## src/rtl/sbr_pkg.sv

```systemverilog
// Shared types for the synchronous burst ROM.
// Assumes a fixed 5-bit mode key layout on the low address bits.
package sbr_pkg;

    typedef enum logic [1:0] {
        PH_IDLE = 2'd0,
        PH_WAIT = 2'd1,
        PH_RUN  = 2'd2
    } phase_e;

    typedef struct packed {
        logic       ilv;      // 1: interleaved beat order
        logic [2:0] cl_code;  // column latency minus two
        logic       rl2;      // 1: two-cycle row latency
    } mode_t;

    localparam int KEY_W = 5;
    localparam logic [2:0] CL_ILLEGAL = 3'b111;
    localparam mode_t MODE_RESET = '{ilv: 1'b0, cl_code: 3'd1, rl2: 1'b0};

endpackage

```

## src/rtl/sbr_mode_reg.sv

```systemverilog
// Mode register: holds row latency, column latency and beat order.
// Assumes the load strobe is already qualified by chip select.
// A key carrying the reserved latency code is dropped entirely.
module sbr_mode_reg
    import sbr_pkg::*;
(
    input  logic             clk,
    input  logic             rst_n,
    input  logic             en,
    input  logic             load,
    input  logic [KEY_W-1:0] key,
    output mode_t            mode
);

    // Capture a legal key on an enabled edge.
    always_ff @(posedge clk) begin
        if (!rst_n) begin
            mode <= MODE_RESET;
        end else if (en && load && (key[3:1] != CL_ILLEGAL)) begin
            mode.rl2     <= key[0];
            mode.cl_code <= key[3:1];
            mode.ilv     <= key[4];
        end
    end

endmodule

```

## src/rtl/sbr_row_timer.sv

```systemverilog
// Row tracker: latches the row address and counts the cycles since the
// last row command, judging whether a column command may be accepted.
// Assumes row and column commands are mutually exclusive.
module sbr_row_timer #(
    parameter int ROW_W = 13
) (
    input  logic             clk,
    input  logic             rst_n,
    input  logic             en,
    input  logic             row_cmd,
    input  logic             col_cmd,
    input  logic             rl2,
    input  logic [ROW_W-1:0] row_in,
    output logic [ROW_W-1:0] row_q,
    output logic             col_ok,
    output logic             err_pulse
);

    localparam logic [1:0] AGE_MAX = 2'd2;

    logic       row_open;
    logic [1:0] age;

    // Open a row and age it until the longest latency is covered.
    always_ff @(posedge clk) begin
        if (!rst_n) begin
            row_open <= 1'b0;
            age      <= '0;
            row_q    <= '0;
        end else if (en) begin
            if (row_cmd) begin
                row_open <= 1'b1;
                age      <= 2'd1;
                row_q    <= row_in;
            end else if (row_open && (age < AGE_MAX)) begin
                age <= age + 2'd1;
            end
        end
    end

    // A column command is legal once the programmed spacing has elapsed.
    always_comb begin
        col_ok = row_open && (age >= (rl2 ? 2'd2 : 2'd1));
    end

    // Flag a rejected column command for one cycle.
    always_ff @(posedge clk) begin
        if (!rst_n) begin
            err_pulse <= 1'b0;
        end else if (en) begin
            err_pulse <= col_cmd && !col_ok;
        end
    end

endmodule

```

## src/rtl/sbr_rom_array.sv

```systemverilog
// Computed read-only array: a double-word table formed by hashing the
// address, with half-word selection in 16-bit organization.
// Assumes the column MSB is zero in 32-bit organization.
module sbr_rom_array #(
    parameter int ROW_W  = 13,
    parameter int COL_W  = 9,
    parameter int DATA_W = 32
) (
    input  logic [ROW_W-1:0]  row,
    input  logic [COL_W-1:0]  col,
    input  logic              half,
    output logic [DATA_W-1:0] data
);

    localparam int AW     = ROW_W + COL_W - 1;
    localparam int HALF_W = DATA_W / 2;
    localparam logic [DATA_W-1:0] HASH_MUL = DATA_W'(32'h9E3779B1);
    localparam logic [DATA_W-1:0] HASH_XOR = DATA_W'(32'h5A5A5A5A);

    logic [AW-1:0]     dw_addr;
    logic [DATA_W-1:0] raw;

    // Form the double-word address and its stored value.
    always_comb begin
        dw_addr = half ? {row, col[COL_W-1:1]} : {row, col[COL_W-2:0]};
        raw     = (DATA_W'(dw_addr) * HASH_MUL) ^ HASH_XOR;
    end

    // Pick the full word or the addressed half.
    always_comb begin
        if (!half) begin
            data = raw;
        end else if (col[0]) begin
            data = {{HALF_W{1'b0}}, raw[DATA_W-1:HALF_W]};
        end else begin
            data = {{HALF_W{1'b0}}, raw[HALF_W-1:0]};
        end
    end

endmodule

```

## src/rtl/sbr_burst_ctrl.sv

```systemverilog
// Burst sequencer: waits out the column latency, then registers one word
// per cycle in sequential or interleaved order and applies the beat mask.
// Assumes a power-of-two burst length not larger than the column span.
module sbr_burst_ctrl
    import sbr_pkg::*;
#(
    parameter int ROW_W     = 13,
    parameter int COL_W     = 9,
    parameter int DATA_W    = 32,
    parameter int BURST_LEN = 8,
    parameter int CLW       = 4
) (
    input  logic              clk,
    input  logic              rst_n,
    input  logic              en,
    input  logic              start,
    input  logic [ROW_W-1:0]  row_in,
    input  logic [COL_W-1:0]  col_in,
    input  logic              half_in,
    input  logic [CLW-1:0]    cl,
    input  logic              ilv,
    input  logic              dqm,
    input  logic [DATA_W-1:0] rd_data,
    output logic [ROW_W-1:0]  rd_row,
    output logic [COL_W-1:0]  rd_col,
    output logic              rd_half,
    output logic [DATA_W-1:0] dout,
    output logic              oe
);

    localparam int BW = $clog2(BURST_LEN);
    localparam logic [BW-1:0] LAST = BW'(BURST_LEN - 1);

    phase_e          phase;
    logic [CLW-1:0]  lat;
    logic [BW-1:0]   beat;
    logic [COL_W-1:0] col_l;
    logic            ilv_l;
    logic [BW-1:0]   low_bits;

    // Order the low column bits for the current beat.
    always_comb begin
        low_bits = ilv_l ? (col_l[BW-1:0] ^ beat) : (col_l[BW-1:0] + beat);
        rd_col   = {col_l[COL_W-1:BW], low_bits};
    end

    // Advance the latency wait and the beat sequence.
    always_ff @(posedge clk) begin
        if (!rst_n) begin
            phase   <= PH_IDLE;
            lat     <= '0;
            beat    <= '0;
            rd_row  <= '0;
            col_l   <= '0;
            rd_half <= 1'b0;
            ilv_l   <= 1'b0;
            dout    <= '0;
            oe      <= 1'b0;
        end else if (en) begin
            if (start) begin
                phase   <= PH_WAIT;
                lat     <= cl - CLW'(1);
                beat    <= '0;
                rd_row  <= row_in;
                col_l   <= col_in;
                rd_half <= half_in;
                ilv_l   <= ilv;
                oe      <= 1'b0;
            end else begin
                case (phase)
                    PH_WAIT: begin
                        if (lat == '0) begin
                            dout  <= rd_data;
                            oe    <= !dqm;
                            beat  <= beat + BW'(1);
                            phase <= PH_RUN;
                        end else begin
                            lat <= lat - CLW'(1);
                        end
                    end
                    PH_RUN: begin
                        dout <= rd_data;
                        oe   <= !dqm;
                        if (beat == LAST) begin
                            phase <= PH_IDLE;
                        end else begin
                            beat <= beat + BW'(1);
                        end
                    end
                    default: begin
                        oe <= 1'b0;
                    end
                endcase
            end
        end
    end

endmodule

```

## src/rtl/sync_burst_rom.sv

```systemverilog
// Top of the synchronous burst ROM: registers clock enable, decodes the
// strobes under chip select and ties mode, row timing, array and burst
// sequencing together. Assumes COL_W is no wider than ROW_W.
module sync_burst_rom
    import sbr_pkg::*;
#(
    parameter int ROW_W     = 13,
    parameter int COL_W     = 9,
    parameter int DATA_W    = 32,
    parameter int BURST_LEN = 8
) (
    input  logic              clk,
    input  logic              rst_n,
    input  logic              cke,
    input  logic              cs_n,
    input  logic              ras_n,
    input  logic              cas_n,
    input  logic              mr_n,
    input  logic              half_width,
    input  logic              dqm,
    input  logic [ROW_W-1:0]  addr,
    output logic [DATA_W-1:0] dq,
    output logic              dq_oe,
    output logic              err_pulse
);

    localparam int CLW = 4;

    logic              cke_q;
    logic              active;
    logic              mr_cmd;
    logic              row_cmd;
    logic              col_cmd;
    logic              col_ok;
    logic              start;
    logic [COL_W-1:0]  col_in;
    logic [CLW-1:0]    cl_cycles;
    mode_t             mode_q;
    logic [ROW_W-1:0]  row_q;
    logic [ROW_W-1:0]  rd_row;
    logic [COL_W-1:0]  rd_col;
    logic              rd_half;
    logic [DATA_W-1:0] rd_data;
    logic [DATA_W-1:0] dout;

    // Delay clock enable so a low sample freezes the following edge.
    always_ff @(posedge clk) begin
        if (!rst_n) begin
            cke_q <= 1'b1;
        end else begin
            cke_q <= cke;
        end
    end

    // Decode commands and shape the column address.
    always_comb begin
        active    = cke_q;
        mr_cmd    = !cs_n && !mr_n;
        row_cmd   = !cs_n && mr_n && !ras_n && cas_n;
        col_cmd   = !cs_n && mr_n && ras_n && !cas_n;
        start     = col_cmd && col_ok;
        col_in    = half_width ? addr[COL_W-1:0] : {1'b0, addr[COL_W-2:0]};
        cl_cycles = CLW'(mode_q.cl_code) + CLW'(2);
    end

    sbr_mode_reg u_mode (
        .clk   (clk),
        .rst_n (rst_n),
        .en    (active),
        .load  (mr_cmd),
        .key   (addr[KEY_W-1:0]),
        .mode  (mode_q)
    );

    sbr_row_timer #(.ROW_W(ROW_W)) u_row (
        .clk       (clk),
        .rst_n     (rst_n),
        .en        (active),
        .row_cmd   (row_cmd),
        .col_cmd   (col_cmd),
        .rl2       (mode_q.rl2),
        .row_in    (addr),
        .row_q     (row_q),
        .col_ok    (col_ok),
        .err_pulse (err_pulse)
    );

    sbr_rom_array #(.ROW_W(ROW_W), .COL_W(COL_W), .DATA_W(DATA_W)) u_array (
        .row  (rd_row),
        .col  (rd_col),
        .half (rd_half),
        .data (rd_data)
    );

    sbr_burst_ctrl #(
        .ROW_W(ROW_W), .COL_W(COL_W), .DATA_W(DATA_W),
        .BURST_LEN(BURST_LEN), .CLW(CLW)
    ) u_burst (
        .clk     (clk),
        .rst_n   (rst_n),
        .en      (active),
        .start   (start),
        .row_in  (row_q),
        .col_in  (col_in),
        .half_in (half_width),
        .cl      (cl_cycles),
        .ilv     (mode_q.ilv),
        .dqm     (dqm),
        .rd_data (rd_data),
        .rd_row  (rd_row),
        .rd_col  (rd_col),
        .rd_half (rd_half),
        .dout    (dout),
        .oe      (dq_oe)
    );

    // Drive zero whenever the output is released.
    always_comb begin
        dq = dq_oe ? dout : '0;
    end

endmodule

```

## config.mk

```make
export PLATFORM = sky130hd
export DESIGN_NAME = sync_burst_rom
export DESIGN_NICKNAME = d
export VERILOG_FILES = /design/src/rtl/sbr_pkg.sv /design/src/rtl/sbr_mode_reg.sv /design/src/rtl/sbr_row_timer.sv /design/src/rtl/sbr_rom_array.sv /design/src/rtl/sbr_burst_ctrl.sv /design/src/rtl/sync_burst_rom.sv
export SDC_FILE = /design/constraint.sdc
export NUM_CORES = 1
export LEC_CHECK = 0
export CORE_MARGIN = 1
export CORE_UTILIZATION = 57
export DETAILED_ROUTE_END_ITERATION = 6
export GPL_TIMING_DRIVEN = 0
export PLACE_DENSITY = 0.74
export SLEW_MARGIN = 25
export SYNTH_ARGS = -nofsm -noshare
export SYNTH_HDL_FRONTEND = slang
export SYNTH_SLANG_ARGS = --single-unit
```

## constraint.sdc

```tcl
create_clock -name clk -period 22.5 [get_ports clk]
set_input_delay 2.25 -clock clk [delete_from_list [all_inputs] [get_ports clk]]
set_output_delay 2.25 -clock clk [all_outputs]
set_load 0.03 [all_outputs]
```

==> results.tsv <==
stage	metric	value	unit
critical_path	slowest_stage	fa_1	
die	core-area	0.0188	mm^2
drt	routed_wl	26.4	mm
timing	whs	454	ps
cells_and_area	final_cell_area	0.0121	mm^2
timing	tightest_slew	988	ps
grt	grtUsageMet1	39.0	%
timing	fin_crit	8420	ps
die	pin_count	56	
logic_synthesis	synth_nets	1525	
timing	setup_ws	14080	ps
die	rows	50	
critical_path	path_common_cell	fa_1	
critical_path	start_kind	register	
power_and_ir_drop	p_int	256	uW
power_and_ir_drop	power_density	27.5	mW/mm^2
critical_path	cp_data_required_time	22740	ps
clock_network	hold_buffers	0	
timing	rsz0062_at_grt	no	
logic_synthesis	synth.top_cell.area_share	31.6	%
die	start_util	58.4	%
grt	grt_pass1_wl	43.4	mm
logic_synthesis	synth.area.top_cells	fa_1 (32%), dfxtp_1 (16%), ha_1 (16%), inv_1 (9.3%), a21oi_1 (4.0%)	
timing	slew_headroom	33.6	%
logic_synthesis	synth_cell_types	66	
grt	met3_usage	2.48	%
timing	hold_violations	0	
placed_design	post-place-ws	14190	ps
drt	viasPerCell	5.50	
power_and_ir_drop	p_leak	6.00	nW
clock_network	tritoncts	yes	
critical_path	cp_data_arrival_time	8650	ps
cells_and_area	fillers	1534	
grt	antenna_found_initial	0	
clock_network	clockRootBuffer	clkbuf_16	
drt	drc	0	
logic_synthesis	synth_area_per_cell	9.21	um^2
power_and_ir_drop	clkPwrFrac	47.3	%
clock_network	cts_resized	0	
drt	drt-initial-drc-count	509	
power_and_ir_drop	ir_drop	0.0000353	V
clock_network	h-tree-depth	3	
clock_network	cts_buffer_depth	2	
drt	detailroute.via_count	8217	
cells_and_area	diodes	0	
timing	fmax	119	MHz
placed_design	io_buffers	55	
logic_synthesis	synthFlopType	dfxtp_1	
power_and_ir_drop	switching_share	23.0	%
timing	finalSetupViolCount	0	
clock_network	cts_inserted_buffers	9	
grt	grt_use_total	28.5	%
clock_network	clock_sinks	89	
power_and_ir_drop	power_frac_seq	48.0	%
logic_synthesis	synthArstFlopShare	0	%
timing	drv_slew	0	
run	cap_viol_max_count	0	
grt	use_met2	47.3	%
logic_synthesis	synth-warning-count	0	
critical_path	reg2reg_setup_slack	14080	ps
power_and_ir_drop	total_power	333	uW
drt	final_antenna_net_count	0	
logic_synthesis	synth-seq-area-share	16.3	%
clock_network	clkLatencyLatePin	350	ps
die	design.die.area	0.0198	mm^2
critical_path	crit_path_max_fanout	5	
logic_synthesis	ys_ff_latch	89	
critical_path	critPathKind	register to register	
die	dieWidth	141	um
grt	top_usage_layer	met2	
drt	drt_pass1_iterations	5	
placed_design	dp_hpwl	22.6	mm
drt	wire_per_inst	17.7	um
timing	fin_crit_sh	37.4	%
grt	grt.overflow.total	0	
placed_design	place_area	0.0118	mm^2
power_and_ir_drop	pwr-share-comb	4.8	%
cells_and_area	drive_gt1_share	3.41	%
timing	fin_setup_tns	0	ps
clock_network	cts.reportedPaths.clkPinSlew	70	ps
hold_path	min_path_type	register to register	
logic_synthesis	synth_edf_count	0	
logic_synthesis	synthCells	1190	
clock_network	post-cts-setup-buffers	0	
critical_path	cpPeakStageDelay	680	ps
critical_path	crit_path_end_kind	register	
logic_synthesis	syn_area	0.0110	mm^2
grt	grt_start_max_net_pins	17	
cells_and_area	syn_to_final_growth	10.6	%
grt	grt_pass1_vias	8486	
timing	skew	8.47	ps
placed_design	place_congestion	0.972	
logic_synthesis	yosys.area.top_type	fa_1	
run_status	status	complete, no violations	
cells_and_area	fin_nets	1591	
die	die_h	141	um
power_and_ir_drop	switching_power	76.6	uW
## synthesized netlist by cell type (4+ instances only)
library cell,number
dfxtp_1,89
nand2_1,114
and3_1,4
nor2b_1,5
inv_1,271
nor2_1,43
and2_1,35
mux2i_1,8
a21o_1,5
a31oi_1,5
clkbuf_1,25
a22o_1,8
a21oi_1,88
a211oi_1,7
or3_1,5
nor3_1,14
o21ai_0,26
nand3_1,10
nand2b_1,6
xnor2_1,33
buf_2,4
fa_1,173
ha_1,140
xor2_1,13
## registers in the layout, summed over array words and instances (netlist names), 2 cells and up
signal          flops
u_burst.rd_row     13
u_burst.lat         4
u_mode.mode         5
u_burst.dout       32
u_burst.col_l       9
u_burst.beat        3
u_row.age           2
u_burst.phase       2
u_row.row_q        13
## area by class of cell
type | instances | area (um^2) | share of cell area, %
buffer | 32 | 125 | 1.03
clock buffer | 10 | 239 | 1.97
clock inverter | 6 | 72.6 | 0.599
inverter | 271 | 1020 | 8.39
multi-input combinational | 798 | 8040 | 66.4
sequential | 89 | 1780 | 14.7
tap | 234 | 293 | 2.42
timing repair buffer | 55 | 551 | 4.54
## path summary, 6_finish.rpt
kind                                        from  cells after the start                to
worst max-delay path             u_burst.beat[0]                     27   u_burst.dout[8]
worst min-delay path            u_burst.col_l[8]                      2  u_burst.col_l[8]
worst max register to register   u_burst.beat[0]                     27   u_burst.dout[8]
worst min register to register  u_burst.col_l[8]                      2  u_burst.col_l[8]
## critical path, delay by kind of cell, from the launching register on
family	cells	cell delay [ps]
adders and majority gates	9	4130
AOI/OAI and AO/OA	7	1930
xor gates and xnor gates	2	660
buffers and inverters	5	550
and+or+nand+nor	3	440
DFF	1	330
muxes	1	250
## per-layer routing
| metal | wire, um | vias up | share of wire (%) |
|---|---|---|---|
| met3 | 1200 | 55 | 4.5 |
| met4 | 813 | 0 | 3.1 |
| met2 | 12800 | 235 | 48 |
| met5 | 0 | - | 0 |
| met1 | 11600 | 4063 | 44 |
| li1 | - | 3864 | - |
## through the flow
stage               cells  utilization (%)
floorplan            1190                -
global placement     1479             62.9
detailed placement   1479             62.9
CTS                  1495             64.6
global route         1495             64.6
finish               1495             64.6
## power groups by stage
stage / registers (mW) / clock network [mW] / logic [mW]
floorplan: 0.163 / 0 / 0.00795
global placement: 0.163 / 0 / 0.0156
detailed placement: 0.163 / 0 / 0.0159
CTS: 0.160 / 0.159 / 0.0159
global route: 0.160 / 0.165 / 0.0174
finish: 0.160 / 0.157 / 0.0158
## cell usage in the layout, fill, tap and decap left out, types with 6 or more instances in the layout
master and count:
fa_1 173, nand3_1 10, mux2i_1 8, clkbuf_1 25
xnor2_1 33, clkbuf_16 9, nand2_1 114, and2_1 35
dfxtp_1 89, a211oi_1 7, o21ai_0 26, nand2b_1 6
a22o_1 8, clkdlybuf4s50_1 55, xor2_1 13, ha_1 140
nor3_1 14, inv_1 271, a21oi_1 87, nor2_1 43
## logic make-up after synthesis
group / synth area share (%)
compound gates: 10.2
xor+xnor: 3.67
fa+ha+maj: 47.6
buf+inv: 10.4
flops: 16.3
mux: 0.936
simple gates: 10.9
(Power assumes the default switching activity.)
